### config.mk
export PLATFORM = sky130hd
export DESIGN_NAME = redirect_epoch_ctrl
export DESIGN_NICKNAME = d
export VERILOG_FILES = /design/src/rtl/redirect_epoch_pkg.sv /design/src/rtl/rep_fetch.sv /design/src/rtl/rep_decode.sv /design/src/rtl/rep_execute.sv /design/src/rtl/redirect_epoch_ctrl.sv
export SDC_FILE = /design/constraint.sdc
export NUM_CORES = 1
export LEC_CHECK = 0
export BUFFER_PORTS_ARGS = -buffer_cell sky130_fd_sc_hd__buf_2
export CAP_MARGIN = 10
export CORE_UTILIZATION = 53
export CTS_CLUSTER_SIZE = 12
export DETAILED_ROUTE_END_ITERATION = 12
export PLACE_DENSITY = 0.8
export SYNTH_ARGS = -nofsm -noshare
export SYNTH_HDL_FRONTEND = slang
export SYNTH_SLANG_ARGS = --single-unit
### constraint.sdc
create_clock -name clk_i -period 2.7 [get_ports clk_i]
set_input_delay 0.27 -clock clk_i [delete_from_list [all_inputs] [get_ports clk_i]]
set_output_delay 0.27 -clock clk_i [all_outputs]
set_load 0.1 [all_outputs]
### src/rtl/redirect_epoch_pkg.sv
package redirect_epoch_pkg;

  typedef enum logic [1:0] {
    NPC_HOLD,
    NPC_PRED,
    NPC_DEC,
    NPC_EXE
  } npc_sel_e;

  typedef enum logic [1:0] {
    DACT_PASS,
    DACT_ADOPT,
    DACT_DROP
  } dec_act_e;

  typedef struct packed {
    logic eep;
    logic dep;
  } epoch_tag_t;

endpackage

### src/rtl/rep_fetch.sv
module rep_fetch
  import redirect_epoch_pkg::*;
#(
  parameter int AW = 16,
  parameter logic [AW-1:0] RESET_PC = '0
) (
  input  logic          clk_i,
  input  logic          rst_ni,
  input  logic          fetch_req_i,
  input  logic [AW-1:0] pred_pc_i,
  input  logic          f2d_space_i,
  input  logic          exe_msg_v_i,
  input  logic [AW-1:0] exe_msg_pc_i,
  input  logic          dec_msg_v_i,
  input  logic [AW-1:0] dec_msg_pc_i,
  input  epoch_tag_t    dec_msg_tag_i,
  output logic [AW-1:0] pc_o,
  output logic          fire_o,
  output epoch_tag_t    tag_o,
  output logic          redir_take_o
);

  logic [AW-1:0] pc_q, pc_d;
  logic          fe_eep_q, fd_dep_q;
  logic          dec_ok;
  npc_sel_e      sel;

  // stale decode messages are recognised by their execute stamp
  assign dec_ok = dec_msg_v_i && (dec_msg_tag_i.eep == fe_eep_q);

  always_comb begin
    if (exe_msg_v_i)                     sel = NPC_EXE;
    else if (dec_ok)                     sel = NPC_DEC;
    else if (fetch_req_i && f2d_space_i) sel = NPC_PRED;
    else                                 sel = NPC_HOLD;
  end

  always_comb begin
    unique case (sel)
      NPC_EXE:  pc_d = exe_msg_pc_i;
      NPC_DEC:  pc_d = dec_msg_pc_i;
      NPC_PRED: pc_d = pred_pc_i;
      default:  pc_d = pc_q;
    endcase
  end

  always_ff @(posedge clk_i or negedge rst_ni) begin
    if (!rst_ni) begin
      pc_q     <= RESET_PC;
      fe_eep_q <= 1'b0;
      fd_dep_q <= 1'b0;
    end else begin
      pc_q <= pc_d;
      if (sel == NPC_EXE) fe_eep_q <= ~fe_eep_q;
      if (sel == NPC_DEC) fd_dep_q <= dec_msg_tag_i.dep;
    end
  end

  assign pc_o         = pc_q;
  assign fire_o       = (sel == NPC_PRED);
  assign redir_take_o = (sel == NPC_EXE) || (sel == NPC_DEC);
  assign tag_o        = '{eep: fe_eep_q, dep: fd_dep_q};

endmodule

### src/rtl/rep_decode.sv
module rep_decode
  import redirect_epoch_pkg::*;
#(
  parameter int AW = 16
) (
  input  logic          clk_i,
  input  logic          rst_ni,
  input  logic          push_i,
  input  logic [AW-1:0] push_pc_i,
  input  logic [AW-1:0] push_ppc_i,
  input  epoch_tag_t    push_tag_i,
  input  logic [AW-1:0] pred_pc_i,
  input  logic          d2e_space_i,
  output logic          space_o,
  output logic          valid_o,
  output logic [AW-1:0] pc_o,
  output logic [AW-1:0] ppc_o,
  output logic          drop_o,
  output logic          redirect_o,
  output logic          fwd_o,
  output logic [AW-1:0] fwd_ppc_o,
  output logic          fwd_eep_o,
  output logic          msg_v_o,
  output logic [AW-1:0] msg_pc_o,
  output epoch_tag_t    msg_tag_o
);

  logic          valid_q;
  logic [AW-1:0] pc_q, ppc_q;
  epoch_tag_t    tag_q;
  logic          de_eep_q, d_dep_q;
  dec_act_e      act;
  logic          eff_dep, mis, leave;

  always_comb begin
    if (tag_q.eep != de_eep_q)     act = DACT_ADOPT;
    else if (tag_q.dep != d_dep_q) act = DACT_DROP;
    else                           act = DACT_PASS;
  end

  assign eff_dep = (act == DACT_ADOPT) ? tag_q.dep : d_dep_q;
  assign mis     = (act != DACT_DROP) && (pred_pc_i != ppc_q);
  // a drop needs no room downstream
  assign leave   = valid_q && ((act == DACT_DROP) || d2e_space_i);

  always_ff @(posedge clk_i or negedge rst_ni) begin
    if (!rst_ni) begin
      valid_q  <= 1'b0;
      pc_q     <= '0;
      ppc_q    <= '0;
      tag_q    <= '0;
      de_eep_q <= 1'b0;
      d_dep_q  <= 1'b0;
    end else begin
      if (push_i) begin
        valid_q <= 1'b1;
        pc_q    <= push_pc_i;
        ppc_q   <= push_ppc_i;
        tag_q   <= push_tag_i;
      end else if (leave) begin
        valid_q <= 1'b0;
      end
      if (leave && (act != DACT_DROP)) begin
        de_eep_q <= tag_q.eep;
        d_dep_q  <= mis ? ~eff_dep : eff_dep;
      end
    end
  end

  always_ff @(posedge clk_i or negedge rst_ni) begin
    if (!rst_ni) begin
      msg_v_o   <= 1'b0;
      msg_pc_o  <= '0;
      msg_tag_o <= '0;
    end else begin
      msg_v_o <= leave && mis;
      if (leave && mis) begin
        msg_pc_o  <= pred_pc_i;
        msg_tag_o <= '{eep: tag_q.eep, dep: ~eff_dep};
      end
    end
  end

  assign space_o    = !valid_q || leave;
  assign valid_o    = valid_q;
  assign pc_o       = pc_q;
  assign ppc_o      = ppc_q;
  assign drop_o     = valid_q && (act == DACT_DROP);
  assign redirect_o = leave && mis;
  assign fwd_o      = leave && (act != DACT_DROP);
  assign fwd_ppc_o  = pred_pc_i;
  assign fwd_eep_o  = tag_q.eep;

endmodule

### src/rtl/rep_execute.sv
module rep_execute #(
  parameter int AW = 16
) (
  input  logic          clk_i,
  input  logic          rst_ni,
  input  logic          push_i,
  input  logic [AW-1:0] push_pc_i,
  input  logic [AW-1:0] push_ppc_i,
  input  logic          push_eep_i,
  input  logic          ready_i,
  input  logic [AW-1:0] target_i,
  input  logic          ctrl_i,
  input  logic          taken_i,
  output logic          space_o,
  output logic          valid_o,
  output logic [AW-1:0] pc_o,
  output logic [AW-1:0] ppc_o,
  output logic          poison_o,
  output logic          msg_v_o,
  output logic [AW-1:0] msg_pc_o,
  output logic          train_v_o,
  output logic [AW-1:0] train_pc_o,
  output logic [AW-1:0] train_tgt_o,
  output logic          train_taken_o,
  output logic          train_mis_o
);

  logic          valid_q, eep_q, e_eep_q;
  logic [AW-1:0] pc_q, ppc_q;
  logic          go, poison, mis, live;

  assign poison = eep_q != e_eep_q;
  assign go     = valid_q && ready_i;
  assign mis    = target_i != ppc_q;
  assign live   = go && !poison;

  always_ff @(posedge clk_i or negedge rst_ni) begin
    if (!rst_ni) begin
      valid_q <= 1'b0;
      pc_q    <= '0;
      ppc_q   <= '0;
      eep_q   <= 1'b0;
      e_eep_q <= 1'b0;
    end else begin
      if (push_i) begin
        valid_q <= 1'b1;
        pc_q    <= push_pc_i;
        ppc_q   <= push_ppc_i;
        eep_q   <= push_eep_i;
      end else if (go) begin
        valid_q <= 1'b0;
      end
      if (live && mis) e_eep_q <= ~e_eep_q;
    end
  end

  always_ff @(posedge clk_i or negedge rst_ni) begin
    if (!rst_ni) begin
      msg_v_o       <= 1'b0;
      msg_pc_o      <= '0;
      train_v_o     <= 1'b0;
      train_pc_o    <= '0;
      train_tgt_o   <= '0;
      train_taken_o <= 1'b0;
      train_mis_o   <= 1'b0;
    end else begin
      msg_v_o   <= live && mis;
      train_v_o <= live && ctrl_i;
      if (live && mis) msg_pc_o <= target_i;
      if (live && ctrl_i) begin
        train_pc_o    <= pc_q;
        train_tgt_o   <= target_i;
        train_taken_o <= taken_i;
        train_mis_o   <= mis;
      end
    end
  end

  assign space_o  = !valid_q || ready_i;
  assign valid_o  = valid_q;
  assign pc_o     = pc_q;
  assign ppc_o    = ppc_q;
  assign poison_o = valid_q && poison;

endmodule

### src/rtl/redirect_epoch_ctrl.sv
module redirect_epoch_ctrl
  import redirect_epoch_pkg::*;
#(
  parameter int AW = 16,
  parameter logic [AW-1:0] RESET_PC = 16'h0100
) (
  input  logic          clk_i,
  input  logic          rst_ni,
  input  logic          fetch_req_i,
  input  logic [AW-1:0] pred_pc_i,
  output logic [AW-1:0] fetch_pc_o,
  output logic          fetch_fire_o,
  output logic          dec_valid_o,
  output logic [AW-1:0] dec_pc_o,
  output logic [AW-1:0] dec_ppc_o,
  input  logic [AW-1:0] dec_pred_pc_i,
  output logic          dec_drop_o,
  output logic          dec_redirect_o,
  output logic          exe_valid_o,
  output logic [AW-1:0] exe_pc_o,
  output logic [AW-1:0] exe_ppc_o,
  input  logic [AW-1:0] exe_target_i,
  input  logic          exe_ctrl_i,
  input  logic          exe_taken_i,
  input  logic          exe_ready_i,
  output logic          exe_poison_o,
  output logic          train_valid_o,
  output logic [AW-1:0] train_pc_o,
  output logic [AW-1:0] train_target_o,
  output logic          train_taken_o,
  output logic          train_mispredict_o
);

  epoch_tag_t    fetch_tag, dec_msg_tag;
  logic          f2d_space, d2e_space, redir_take;
  logic          dec_fwd, dec_fwd_eep, dec_msg_v, exe_msg_v;
  logic [AW-1:0] dec_fwd_ppc, dec_msg_pc, exe_msg_pc;

  rep_fetch #(.AW(AW), .RESET_PC(RESET_PC)) u_fetch (
    .clk_i        (clk_i),
    .rst_ni       (rst_ni),
    .fetch_req_i  (fetch_req_i),
    .pred_pc_i    (pred_pc_i),
    .f2d_space_i  (f2d_space),
    .exe_msg_v_i  (exe_msg_v),
    .exe_msg_pc_i (exe_msg_pc),
    .dec_msg_v_i  (dec_msg_v),
    .dec_msg_pc_i (dec_msg_pc),
    .dec_msg_tag_i(dec_msg_tag),
    .pc_o         (fetch_pc_o),
    .fire_o       (fetch_fire_o),
    .tag_o        (fetch_tag),
    .redir_take_o (redir_take)
  );

  rep_decode #(.AW(AW)) u_decode (
    .clk_i      (clk_i),
    .rst_ni     (rst_ni),
    .push_i     (fetch_fire_o),
    .push_pc_i  (fetch_pc_o),
    .push_ppc_i (pred_pc_i),
    .push_tag_i (fetch_tag),
    .pred_pc_i  (dec_pred_pc_i),
    .d2e_space_i(d2e_space),
    .space_o    (f2d_space),
    .valid_o    (dec_valid_o),
    .pc_o       (dec_pc_o),
    .ppc_o      (dec_ppc_o),
    .drop_o     (dec_drop_o),
    .redirect_o (dec_redirect_o),
    .fwd_o      (dec_fwd),
    .fwd_ppc_o  (dec_fwd_ppc),
    .fwd_eep_o  (dec_fwd_eep),
    .msg_v_o    (dec_msg_v),
    .msg_pc_o   (dec_msg_pc),
    .msg_tag_o  (dec_msg_tag)
  );

  rep_execute #(.AW(AW)) u_execute (
    .clk_i        (clk_i),
    .rst_ni       (rst_ni),
    .push_i       (dec_fwd),
    .push_pc_i    (dec_pc_o),
    .push_ppc_i   (dec_fwd_ppc),
    .push_eep_i   (dec_fwd_eep),
    .ready_i      (exe_ready_i),
    .target_i     (exe_target_i),
    .ctrl_i       (exe_ctrl_i),
    .taken_i      (exe_taken_i),
    .space_o      (d2e_space),
    .valid_o      (exe_valid_o),
    .pc_o         (exe_pc_o),
    .ppc_o        (exe_ppc_o),
    .poison_o     (exe_poison_o),
    .msg_v_o      (exe_msg_v),
    .msg_pc_o     (exe_msg_pc),
    .train_v_o    (train_valid_o),
    .train_pc_o   (train_pc_o),
    .train_tgt_o  (train_target_o),
    .train_taken_o(train_taken_o),
    .train_mis_o  (train_mispredict_o)
  );

endmodule

; Word-level counts from Yosys, hierarchy flattened
; Index checks and enable logic that the tools add are counted.
[op_classes]
eq_ne = 12
mux = 12
n_bitwise = 3
reduce_logical = 21
[op_table]
columns = op, n
row1 = 16-bit case mux with 3 select lines, 1
row2 = 16-bit inequality test, 2
row3 = 1-bit logical AND, 12
row4 = 2-bit 2-to-1 mux, 4
row5 = 1-bit 2-to-1 mux, 7
row6 = "2-bit == test, second input constant", 3
row7 = "2-bit by 1-bit == test with 1-bit output, second input constant", 2
row8 = 2-bit nonzero test, 2
row9 = 1-bit zero test, 3
row10 = 1-bit logical OR, 3
row11 = 1-bit inequality test, 3
row12 = 1-bit NOT, 3
row13 = 3-bit nonzero test, 1
row14 = "2-bit inequality test, second input constant", 1
row15 = 1-bit == test, 1
[word_totals]
regBits = 160
input_bits = 54
out_inout_bits = 121
word_cells = 73

; Depth between registers and ports, before layout
[logic_depth]
depth_word = 13
mapped_depth = 12
ltp_nobuf = 10

; By module
; Synthesis repeated with hierarchy kept, for this count alone.
[hier_totals]
cells_unflattened = 488
hier_area_um2 = 7118.1
[modules_own_cells]
columns = module, n_inst, cells_per_inst, area_per_inst_um2, seq_area_each_um2
row1 = rep_execute, 1, 209, 3444.6, 2177.1
row2 = rep_decode, 1, 169, 2447.3, 1401.3
row3 = rep_fetch, 1, 110, 1226.2, 451.7

; Least setup slack after synthesis
; OpenSTA, ideal clock, no wires.
[synth_path]
path_type = flip-flop to flip-flop
start = register u_execute.valid_q, in the netlist u_execute.valid_o
end = register u_fetch.pc_q[13], in the netlist u_fetch.pc_o[13]
setup_time_ps = 135
arrival_ps = 3147
required_time_ps = 2565
slack_ps = -582
path_stages_with_launch = 11
path_buffers = 2
synth_period_minus_slack_ps = 3282
cell_sequence = dfrtp_1 > nand2b_1 > or2_2 > a31o_2 > ha_1 > clkbuf_1 > clkbuf_1 > a22oi_1 > nor2_1 > a21oi_1 > o21ai_0
[synth_between]
elab_chain_len = 11
elab_cells_between_ends = 14
cone_classes = eq/ne: 3 / mux: 4 / reduce/logical: 7
[synth_rtl]
columns = element, line_no
row1 = from (decl), rep_execute.sv:28  ; logic valid_q, eep_q, e_eep_q;
row2 = from (signal assigned), rep_execute.sv:39  ; valid_q <= 1'b0;
row3 = from (signal assigned), rep_execute.sv:46  ; valid_q <= 1'b1;
row4 = from (signal assigned), rep_execute.sv:51  ; valid_q <= 1'b0;
row5 = 1-bit zero test *, rep_execute.sv:79  ; assign space_o = !valid_q || ready_i;
row6 = 1-bit logical OR *, rep_execute.sv:79
row7 = 1-bit logical OR *, rep_decode.sv:44  ; assign leave = valid_q && ((act == DACT_DROP) || d2e_space_i);
row8 = 1-bit logical AND *, rep_decode.sv:44
row9 = 1-bit logical OR *, rep_decode.sv:84  ; assign space_o = !valid_q || leave;
row10 = 1-bit logical AND *, rep_fetch.sv:34  ; else if (fetch_req_i && f2d_space_i) sel = NPC_PRED;
row11 = 1-bit 2-to-1 mux *, rep_fetch.sv:34
row12 = 2-bit 2-to-1 mux *, rep_fetch.sv:33  ; else if (dec_ok) sel = NPC_DEC;
row13 = 2-bit 2-to-1 mux *, rep_fetch.sv:32  ; if (exe_msg_v_i) sel = NPC_EXE;
row14 = 2-bit by 1-bit == test with 1-bit output *, --
row15 = via fetch_fire_o, redirect_epoch_ctrl.sv:12  ; output logic fetch_fire_o,
row16 = 16-bit case mux with 3 select lines / 3-bit nonzero test (equally long branches), --
row17 = to (signal assigned), rep_fetch.sv:53  ; pc_q <= pc_d;
row18 = to (decl), rep_fetch.sv:23  ; logic [AW-1:0] pc_q, pc_d;
; Mark *: on every way through the listed nets, which the timed path passes. The rest lies on a longest branch.
; A chain may end at the register's enable or synchronous reset.

; Final worst setup path
[layout_path]
start = register u_decode.tag_q (netlist bit u_decode.fwd_eep_o)
end = output fetch_fire_o
[layout_between]
elab_chain_len = 11
[layout_rtl]
columns = element, line_no
row1 = from (decl), rep_decode.sv:30  ; epoch_tag_t tag_q;
row2 = from (signal assigned), rep_decode.sv:59  ; tag_q <= push_tag_i;
row3 = 1-bit inequality test, rep_decode.sv:36  ; if (tag_q.eep != de_eep_q) act = DACT_ADOPT;
row4 = 2-bit 2-to-1 mux, rep_decode.sv:36
row5 = 2-bit == test, rep_decode.sv:44
row6 = 1-bit logical OR, rep_decode.sv:44
row7 = 1-bit logical AND, rep_decode.sv:44
row8 = 1-bit logical OR, rep_decode.sv:84
row9 = 1-bit logical AND, rep_fetch.sv:34
row10 = 1-bit 2-to-1 mux, rep_fetch.sv:34
row11 = 2-bit 2-to-1 mux, rep_fetch.sv:33
row12 = 2-bit 2-to-1 mux, rep_fetch.sv:32
row13 = 2-bit by 1-bit == test with 1-bit output, rep_fetch.sv:60  ; assign fire_o = (sel == NPC_PRED);
row14 = to (decl), redirect_epoch_ctrl.sv:12
; Every way passes these cells.

==> flow_results.org <==
** Flow run
- Maximum capacitance violations :: 0

** Worst setup path
- Worst reg-to-reg setup slack :: around 300 ps
- Startpoint of the worst register-to-register path :: u_decode.fwd_eep_o$_DFFE_PN0N_
- In this run the worst path has a maximum fanout of 15.
- Worst Reg-to-Reg Cells :: 11
- The setup path with the least slack is of type reg2out.
- STA classifies the critical path endpoint as an output pin.
- Sort of element at the start of the critical path :: flip-flop
- Terminus of the critical flop-to-flop path :: u_fetch.pc_o[0]$_DFFE_PN0P_
- Data on the critical path is required at its endpoint by 2430 ps.
- Arrival time at the worst endpoint :: 2230 ps

** Timing
- After routing, the total negative slack on setup checks comes to 0 ps.
- After layout, the minimum clock period comes to approximately 2500 ps.
- Worst-case clock skew :: 7.224 ps
- Final count of hold timing violations :: 0
- Setup-violating endpoint count in the final report :: 0
- Of the available clock period, the critical path in the final layout requires between 90% and 100%.
- The max-slew violation count came to 0.
- For the pin with the worst max-slew slack, the measured transition is about 770 ps.
- Setup repair after global routing left no endpoint under its margin.
- Headroom to the max-slew limit came out at roughly 49%.
- For this run, the top clock speed supported by timing is 0.3994 GHz.

** Drt
- After detailed routing, the number of vias per cell comes to 5.354.
- Pre-antenna DRT Iters :: 5
- Number of DRC markers after the initial detailed-route iteration :: between 200 and 300
- Summing over every cut layer, the via total after detailed routing is 4481.
- In this run the remaining antenna-violating nets after routing total 0.
- Number of design rule violations left after detail routing :: 0
- Routed wire per std cell :: between 15 and 20 um
- Summed over all layers, the routed wires come to between 15000 and 20000 um.

** CTS
- TritonCTS built the clock tree.
- After clock tree synthesis, the clock-pin slew on the worst setup and hold paths is about 60 ps.
- TritonCTS created 17 clock buffers.
- CTS HTree Levels :: 4
- Clock root cell :: sky130_fd_sc_hd__clkbuf_16
- For the worst-skew pair, the clock arrives at the later sink with an insertion delay of approximately 420 ps.
- Clock tree synthesis found a total of between 150 and 200 sinks.
- Maximum root-to-sink buffer count :: 2

** Global routing
- The via count of the first global-routing pass was ~4500.
- Entering global routing, the biggest net connects just over 80 pins.
- Final global-route overflow total :: 0
- Antenna violations before repair :: 0
- Global-route wire length before repair :: roughly 24000 um
- For this run, the total global-route usage over all layers was measured as between 20% and 30%.

** Floorplanning
- approximately 180 I/O pins were placed.
- Measured along the y axis, the die boundary spans about 110 um.
- Core footprint :: roughly 0.012 mm^2
- Area of the die :: about 0.013 mm^2
- Once the floorplan was initialized, standard cells occupied a little over half of the core.
- The floorplan has 40 rows.
- Measured along the x axis, the die boundary spans roughly 110 um.

** Placed design
- HPWL Detailed :: approximately 11000 um
- Final Wtd Congestion :: ~0.84
- Buffers added on ports :: 174
- Placement Cell Area :: 0.007806 mm^2

** Logic synthesis
- In this run the biggest area consumer among cell types represents ~60% of the synthesized area.
- The number of nets in the synthesized netlist is 533.
- Synthesized area divided by synthesized cell count :: about 14 um^2
- For this run, the register share of the synthesized area comes to approximately three fifths.
- Cell types with the largest area share after synthesis :: sky130_fd_sc_hd__dfrtp_1, sky130_fd_sc_hd__mux2_2, sky130_fd_sc_hd__xnor2_1
- Number of different library cells in the post-synthesis netlist :: 31
- Summing every instance area after synthesis gives ~0.0067 mm^2.
- During synthesis, Yosys emitted a total of 0 warnings.
- Cells after synthesis :: 475
- Synthesis inferred 160 register bits.
- Largest area contributor in the synthesized netlist :: sky130_fd_sc_hd__dfrtp_1

** Min path
- The path with the worst hold slack has its endpoint at u_execute.train_taken_o$_DFFE_PN0P_.
- Startpoint of the most critical hold path :: exe_taken_i
- WHS Path Cells :: 2
- The worst hold path belongs to the class in2reg.

** Final layout
- Share of cells above drive strength 1 :: a little over half
- Top library cells by usage in the layout, fill and taps aside :: sky130_fd_sc_hd__buf_2, sky130_fd_sc_hd__dfrtp_1, sky130_fd_sc_hd__mux2_2, sky130_fd_sc_hd__nand2_1, sky130_fd_sc_hd__xnor2_1
- Final design instance area without fill :: roughly 0.0084 mm^2
- Antenna diode count :: 0
- Most common cell after layout, fill and taps aside :: sky130_fd_sc_hd__buf_2
- Fin nets :: between 700 and 800
- Area growth from synthesis to layout :: 25.46%

** Run status
- Run status :: finished clean
## sequential cells by signal (all words and copies together) (netlist names), 2 cells and up
signal                 cells
u_decode.pc_o             16
u_execute.ppc_o           16
u_decode.msg_pc_o         16
u_execute.msg_pc_o        16
u_execute.pc_o            16
u_execute.train_pc_o      16
u_fetch.pc_o              16
u_decode.msg_tag_o         2
u_decode.ppc_o            16
u_execute.train_tgt_o     16
## metal layers
metal	share of wire [%]	routed length, um	GRT usage (%)
met3	6.3	972	6.141
met1	44	6861	34.29
met4	2.5	395	11.95
met5	0	0	0
met2	47	7318	39.23
## cells in the mapped netlist
library cell and count:
sky130_fd_sc_hd__a21oi_1 16, sky130_fd_sc_hd__nor4_4 1, sky130_fd_sc_hd__nor2_4 1, sky130_fd_sc_hd__a22oi_1 16, sky130_fd_sc_hd__mux2_4 9, sky130_fd_sc_hd__o21ai_0 17
sky130_fd_sc_hd__nand3_2 1, sky130_fd_sc_hd__a31o_2 1, sky130_fd_sc_hd__mux2_2 127, sky130_fd_sc_hd__nand2_1 23, sky130_fd_sc_hd__buf_4 1, sky130_fd_sc_hd__ha_1 4
sky130_fd_sc_hd__mux2i_1 1, sky130_fd_sc_hd__nor2_1 16, sky130_fd_sc_hd__inv_1 3, sky130_fd_sc_hd__xnor2_1 21, sky130_fd_sc_hd__nand2_2 1, sky130_fd_sc_hd__or2_2 1
sky130_fd_sc_hd__nor4_1 4, sky130_fd_sc_hd__nand4_1 5, sky130_fd_sc_hd__dfrtp_1 159, sky130_fd_sc_hd__buf_2 6, sky130_fd_sc_hd__nand2b_1 3, sky130_fd_sc_hd__nor2b_1 1
sky130_fd_sc_hd__dfstp_2 1, sky130_fd_sc_hd__buf_12 1, sky130_fd_sc_hd__xor2_1 18, sky130_fd_sc_hd__clkbuf_1 13, sky130_fd_sc_hd__and3_1 2, sky130_fd_sc_hd__buf_1 1
sky130_fd_sc_hd__a31oi_1 1
## worst max-delay path: stages (launching register included)
cell and delay [ps]:
sky130_fd_sc_hd__dfrtp_1 420, sky130_fd_sc_hd__xnor2_1 180, sky130_fd_sc_hd__nand2_1 110, sky130_fd_sc_hd__nand2_1 70, sky130_fd_sc_hd__or2_2 320, sky130_fd_sc_hd__a31o_2 270
sky130_fd_sc_hd__ha_4 250, sky130_fd_sc_hd__buf_12 190
## worst max-delay path by stage
stage / slack, ps / from / endpoint
after floorplan: 120 / u_decode.valid_o$_DFFE_PN0P_ / u_fetch.pc_o[13]$_DFFE_PN0P_
after CTS: 90 / u_decode.fwd_eep_o$_DFFE_PN0N_ / fetch_fire_o
after global routing: 60 / u_decode.fwd_eep_o$_DFFE_PN0N_ / fetch_fire_o
after global placement: 320 / u_decode.de_eep_q$_DFFE_PN0P_ / u_fetch.pc_o[0]$_DFFE_PN0P_
after detailed placement: 190 / u_decode.de_eep_q$_DFFE_PN0P_ / u_fetch.pc_o[14]$_DFFE_PN0P_
final: 200 / u_decode.fwd_eep_o$_DFFE_PN0N_ / fetch_fire_o
## metrics by stage
| stage | setup slack, ps | cells | hold slack (ps) | util, % |
|---|---|---|---|---|
| 3_5_place_dp | 190.9 | 802 | 370.3 | 64.19 |
| 5_1_grt | 59.31 | 837 | 66.90 | 69.00 |
| 4_1_cts | 88.54 | 836 | 63.94 | 68.88 |
| 6_report | 196.3 | 837 | 82.03 | 69.00 |
| 3_3_place_gp | 317.0 | 802 | 361.4 | 64.19 |
| 2_1_floorplan | 116.5 | 475 | -25.59 | - |
## layout make-up
cell class	instances	area [um^2]
timing repair buffer	184	1042
fill	911	3770
clock inverter	12	93.84
sequential	160	4010
tap	168	210.2
clock buffer	20	446.7
multi-input combinational	290	2577
inverter	3	11.26
## cell families (layout without fill, tap and decap cells)
group,Yosys count,in the layout,synth area share (%)
buffers and inverters,25,219,1.814
and+or+nand+nor,59,59,4.415
DFF,160,160,59.88
xor gates and xnor gates,39,39,5.107
adders and majority gates,4,4,0.7483
muxes,137,137,23.55
AOI/OAI and AO/OA,51,51,4.490
## repair_timing
item,4_1_cts,5_1_grt
buffers inserted,1,1
endpoints found under the setup margin,1,1
endpoints found under the hold margin,78,0
hold buffers,1,0
resized for setup,0,0
Power is not shown: default switching activity piles up to over one toggle a cycle in this logic, so the estimate is an artifact.
